<file path="src/rtl/stsync_pkg.sv">
package stsync_pkg;
    typedef enum logic [1:0] {
        ST_IDLE = 2'd0,
        ST_WAIT = 2'd1,
        ST_SEND = 2'd2
    } sync_state_e;
endpackage

</file>
<file path="src/rtl/stsync_slot_table.sv">
module stsync_slot_table #(
    parameter int NUM_SLOTS = 8,
    parameter int IDX_W     = 3
) (
    input  logic                 clk,
    input  logic                 rst_n,
    input  logic                 alloc_vld,
    input  logic [IDX_W-1:0]     alloc_idx,
    input  logic                 start_vld,
    input  logic [IDX_W-1:0]     start_idx,
    input  logic                 resp_vld,
    input  logic [IDX_W-1:0]     resp_idx,
    input  logic                 disc_vld,
    input  logic [IDX_W-1:0]     disc_idx,
    input  logic                 mark_req,
    output logic [NUM_SLOTS-1:0] stale_mask
);
    for (genvar g = 0; g < NUM_SLOTS; g++) begin : g_slot
        logic started_q, complete_q, discarded_q, stale_q;
        logic alloc_hit, start_hit, resp_hit, disc_hit, in_flight;

        assign alloc_hit = alloc_vld && (alloc_idx == IDX_W'(g));
        assign start_hit = start_vld && (start_idx == IDX_W'(g));
        assign resp_hit  = resp_vld  && (resp_idx  == IDX_W'(g));
        assign disc_hit  = disc_vld  && (disc_idx  == IDX_W'(g));
        assign in_flight = started_q && !complete_q && !discarded_q;

        always_ff @(posedge clk) begin
            if (!rst_n) begin
                started_q   <= 1'b0;
                complete_q  <= 1'b0;
                discarded_q <= 1'b0;
                stale_q     <= 1'b0;
            end else begin
                if (alloc_hit) begin
                    started_q   <= 1'b0;
                    complete_q  <= 1'b0;
                    discarded_q <= 1'b0;
                end
                if (start_hit) started_q   <= 1'b1;
                if (resp_hit)  complete_q  <= 1'b1;
                if (disc_hit)  discarded_q <= 1'b1;
                // a response always wins over a fresh mark
                if (resp_hit || alloc_hit)
                    stale_q <= 1'b0;
                else if (mark_req && in_flight)
                    stale_q <= 1'b1;
            end
        end

        assign stale_mask[g] = stale_q;
    end
endmodule

</file>
<file path="src/rtl/stsync_fsm.sv">
module stsync_fsm
    import stsync_pkg::*;
#(
    parameter int TXN_W = 16
) (
    input  logic             clk,
    input  logic             rst_n,
    input  logic             sync_vld,
    input  logic [TXN_W-1:0] sync_txn,
    input  logic             any_stale,
    input  logic             done_rdy,
    output logic             mark_req,
    output logic             busy,
    output logic             done_vld,
    output logic [TXN_W-1:0] done_txn
);
    sync_state_e state_q, state_d;
    logic [TXN_W-1:0] txn_q;

    always_comb begin
        state_d = state_q;
        unique case (state_q)
            ST_IDLE: if (sync_vld) state_d = ST_WAIT;
            ST_WAIT: if (!sync_vld && !any_stale) state_d = ST_SEND;
            ST_SEND: begin
                if (sync_vld)      state_d = ST_WAIT;
                else if (done_rdy) state_d = ST_IDLE;
            end
            default: state_d = ST_IDLE;
        endcase
    end

    always_ff @(posedge clk) begin
        if (!rst_n) begin
            state_q <= ST_IDLE;
            txn_q   <= '0;
        end else begin
            state_q <= state_d;
            if (sync_vld) txn_q <= sync_txn;
        end
    end

    always_comb begin
        mark_req = sync_vld;
        busy     = (state_q != ST_IDLE);
        done_vld = (state_q == ST_SEND);
        done_txn = txn_q;
    end
endmodule

</file>
<file path="src/rtl/stale_sync_tracker.sv">
module stale_sync_tracker #(
    parameter int NUM_SLOTS = 8,
    parameter int TXN_W     = 16,
    localparam int IDX_W    = (NUM_SLOTS > 1) ? $clog2(NUM_SLOTS) : 1
) (
    input  logic                 clk,
    input  logic                 rst_n,
    input  logic                 alloc_vld,
    input  logic [IDX_W-1:0]     alloc_idx,
    input  logic                 start_vld,
    input  logic [IDX_W-1:0]     start_idx,
    input  logic                 resp_vld,
    input  logic [IDX_W-1:0]     resp_idx,
    input  logic                 disc_vld,
    input  logic [IDX_W-1:0]     disc_idx,
    input  logic                 sync_vld,
    input  logic [TXN_W-1:0]     sync_txn,
    input  logic                 done_rdy,
    output logic                 done_vld,
    output logic [TXN_W-1:0]     done_txn,
    output logic                 busy,
    output logic [NUM_SLOTS-1:0] stale_mask
);
    logic mark_req;

    stsync_slot_table #(.NUM_SLOTS(NUM_SLOTS), .IDX_W(IDX_W)) u_table (
        .clk        (clk),
        .rst_n      (rst_n),
        .alloc_vld  (alloc_vld),
        .alloc_idx  (alloc_idx),
        .start_vld  (start_vld),
        .start_idx  (start_idx),
        .resp_vld   (resp_vld),
        .resp_idx   (resp_idx),
        .disc_vld   (disc_vld),
        .disc_idx   (disc_idx),
        .mark_req   (mark_req),
        .stale_mask (stale_mask)
    );

    stsync_fsm #(.TXN_W(TXN_W)) u_fsm (
        .clk       (clk),
        .rst_n     (rst_n),
        .sync_vld  (sync_vld),
        .sync_txn  (sync_txn),
        .any_stale (|stale_mask),
        .done_rdy  (done_rdy),
        .mark_req  (mark_req),
        .busy      (busy),
        .done_vld  (done_vld),
        .done_txn  (done_txn)
    );
endmodule

</file>
<file path="config.mk">
export PLATFORM = sky130hd
export DESIGN_NAME = stale_sync_tracker
export DESIGN_NICKNAME = d
export VERILOG_FILES = /design/src/rtl/stsync_pkg.sv /design/src/rtl/stsync_slot_table.sv /design/src/rtl/stsync_fsm.sv /design/src/rtl/stale_sync_tracker.sv
export SDC_FILE = /design/constraint.sdc
export NUM_CORES = 1
export LEC_CHECK = 0
export BUFFER_PORTS_ARGS = -buffer_cell sky130_fd_sc_hd__buf_4
export CORE_UTILIZATION = 39
export CTS_CLUSTER_DIAMETER = 50
export DETAILED_ROUTE_END_ITERATION = 10
export GPL_TIMING_DRIVEN = 0
export PLACE_DENSITY_LB_ADDON = 0.05
export SLEW_MARGIN = 25
export SYNTH_ARGS = -nofsm -noshare
export SYNTH_HDL_FRONTEND = slang
export SYNTH_SLANG_ARGS = --single-unit
</file>
<file path="constraint.sdc">
create_clock -name clk -period 3 [get_ports clk]
set_input_delay 0.6 -clock clk [delete_from_list [all_inputs] [get_ports clk]]
set_output_delay 0.6 -clock clk [all_outputs]
set_load 0.005 [all_outputs]
</file>
==> results.py <==
metrics = {
    "outcome": {
        "status": "finished, final reports clean",
    },
    "cts": {
        "cts_tree": "built",
        "cts-hold-fix-buffers": 0,
        "cts_resized": 0,
        "clockBufferDepth": 2,
        "cts_max_level": 2,
        "clock_tree.root_cell": "clkbuf_8",
        "clock-sinks": 50,
        "clk_pin_slew_ns": 0.09,
        "cts_buffers": 5,
        "cts_setup_buffers": 0,
        "clock_latency_ns": 0.30,
    },
    "logic_synthesis": {
        "syn_nets": 245,
        "synth_most_common_cell": "dfxtp_1",
        "synth-seq-cells": 50,
        "synth_area_sq_mm": 0.002105,
        "yosysWarnings": 0,
        "ys_top_cells_by_area": "dfxtp_1 (48%), mux2i_1 (7.6%), nor2b_1 (6.8%)",
        "synthCells": 209,
        "synth.distinct_cells": 39,
        "postSynth.asyncResetShare": 0,
        "synth_top_area_frac": 0.4756,
        "synth_top_cells_by_count": "dfxtp_1 (50), nor2b_1 (23), mux2i_1 (16), nor2_1 (12), buf_4 (11)",
        "synth_edf_count": 0,
        "yosys_most_used_dff": "dfxtp_1",
        "ys_seq_area_frac": 0.4756,
        "synth_area_per_cell_sq_um": 10.07,
        "post-synth-top-area-cell": "dfxtp_1",
    },
    "global_routing": {
        "grt_pass1_wl_um": 7431,
        "overflow": 0,
        "grt_max_degree": 15,
        "grt_pass1_vias": 1517,
        "antenna_found_initial": 0,
        "grt_util_all_layers": 0.1810,
    },
    "power_and_ir_drop": {
        "p_int_mw": 0.9741,
        "p_seq_frac": 0.552,
        "sw_frac_of_total": 0.2396,
        "power_frac_clock": 0.311,
        "p_comb_frac": 0.137,
        "p_sw_mw": 0.3070,
        "ir_drop_v": 0.0002276,
        "p_leak_nw": 1.190,
        "power.density_mw_per_mm2": 472.5,
    },
    "floorplanning": {
        "fp.dieArea_sq_mm": 0.005694,
        "start_util": 0.4094,
        "die_width_um": 75.46,
        "io_pins": 62,
        "core_area_sq_mm": 0.005140,
        "die_h_um": 75.46,
        "rows": 26,
    },
    "setup_path": {
        "startpoint_type": "register",
        "critPathKind": "reg -> out",
        "crit_fanout": 5,
        "r2r_start": "u_table.g_slot[1].stale_q$_SDFFE_PP0P_",
        "cp_top_family": "flip-flops",
        "crit_path_top_delay_cell": "dfxtp_1",
        "regToRegEndpoint": "u_fsm.state_q[1]$_SDFFE_PN0P_",
        "required_ns": 2.40,
        "cp.arrival_ns": 1.09,
        "cp-end-kind": "primary output",
        "cp_num_buf_inv": 1,
        "cp_slowest_stage_delay_ns": 0.35,
        "crit_start": "u_fsm.state_q[1]$_SDFFE_PN0P_",
        "reg2reg_slack_ns": 1.73,
        "cp.depth": 2,
        "reg2regPathDepth": 3,
        "cp_cell_sequence": "or2_2 -> buf_4",
    },
    "timing": {
        "tns_ns": 0,
        "min_period_over_period": 0.5624,
        "hold_violations": 0,
        "whs_ns": 0.4730,
        "fmax_ghz": 0.5927,
        "setup_viol": 0,
        "drv_slew": 0,
        "worst_pin_slew_ns": 0.5495,
        "rsz0062_at_grt": "no",
        "period_needed_ns": 1.687,
        "maxSlewHeadroom": 0.6287,
        "skew_ns": 0.008516,
    },
    "min_path": {
        "hp-class": "reg -> reg",
        "holdPathEnd": "u_table.g_slot[1].discarded_q$_SDFFE_PN0P_",
        "min_from": "u_table.g_slot[1].discarded_q$_SDFFE_PN0P_",
        "whs_path_depth": 1,
    },
    "place": {
        "place_congestion": 0.7505,
        "portBuffers": 57,
        "placed_area_sq_mm": 0.002620,
        "dp.cells": 336,
        "dpl.hpwl_um": 3737,
    },
    "drt": {
        "drc": 0,
        "drtIter0Drc": 94,
        "wire_per_inst_um": 14.39,
        "via_per_inst": 5.055,
        "vias": 1739,
        "first_pass_iters": 4,
        "final_antenna_net_count": 0,
        "routed_wl_um": 4951,
    },
    "cells_and_area": {
        "post-route-util": 0.5275,
        "synthToLayoutAreaGrowth_pct": 28.83,
        "final_nets": 309,
        "antenna_cells": 0,
        "final_cells": 344,
        "fill_cells": 502,
        "drive_above_1_share": 0.3029,
        "final_cell_area_sq_mm": 0.002711,
    },
    "flow_run": {
        "maxCapViolations": 0,
    },
}
worst max path at each step:
stage	endpoint	slack, ns
final	busy	1.31
after global routing	busy	1.27
after CTS	busy	1.31
after detailed placement	u_table.g_slot[1].discarded_q$_SDFFE_PN0P_	1.41
after global placement	u_table.g_slot[1].discarded_q$_SDFFE_PN0P_	1.40
after floorplan	u_table.g_slot[1].discarded_q$_SDFFE_PN0P_	1.59
cell type report:
| class | count | area [sq um] | area share |
|---|---|---|---|
| clock buffer | 7 | 86.33 | 0.03184 |
| multi-input combinational | 136 | 969.7 | 0.3576 |
| inverter | 5 | 18.77 | 0.006922 |
| sequential | 50 | 1001 | 0.3692 |
| timing repair buffer | 57 | 427.9 | 0.1578 |
| buffer | 18 | 115.1 | 0.04245 |
| clock inverter | 1 | 5.005 | 0.001846 |
| tap | 70 | 87.58 | 0.03230 |
per-stage QoR:
stage,power [mW],setup WS (ns)
floorplan,0.8103,1.594
CTS,1.294,1.308
finish,1.281,1.313
global route,1.340,1.267
detailed placement,0.8996,1.409
global placement,0.8994,1.405
registers in the layout (all words and copies together) (netlist names):
name	count
u_table.g_slot.stale_q	8
u_table.g_slot.discarded_q	8
u_table.g_slot.complete_q	8
u_table.g_slot.started_q	8
u_fsm.state_q	2
u_fsm.done_txn	16
layout by cell type (no fill, tap or decap), types with 5 or more instances in the layout:
master,instances
nand2_1,9
dfxtp_1,50
buf_4,68
clkbuf_8,6
a32o_1,10
nor2b_1,23
a31oi_1,5
mux2i_1,16
nor2_1,12
inv_1,5
cell families after synthesis:
| family | synth area share |
|---|---|
| compound gates | 0.1689 |
| flops | 0.4756 |
| mux | 0.07610 |
| simple gates | 0.2158 |
| buf+inv | 0.06362 |
routing by layer:
metal  wire length [um]  vias to the layer above  GRT usage
met5                  0                        -          0
met4                 50                        0    0.06173
met3                263                        4    0.04630
met2               2237                       55     0.2728
met1               2400                      797     0.2525
li1                   -                      883          -
power by group through the flow:
stage                     sequential, mW  clock [mW]  combinational [mW]
after global placement             0.722           0               0.177
after CTS                          0.707       0.409               0.178
after global routing               0.711       0.433               0.196
final                              0.707       0.398               0.176
after floorplan                    0.721           0              0.0897
after detailed placement           0.722           0               0.177
Note: power is estimated with default switching activity, not from simulation.
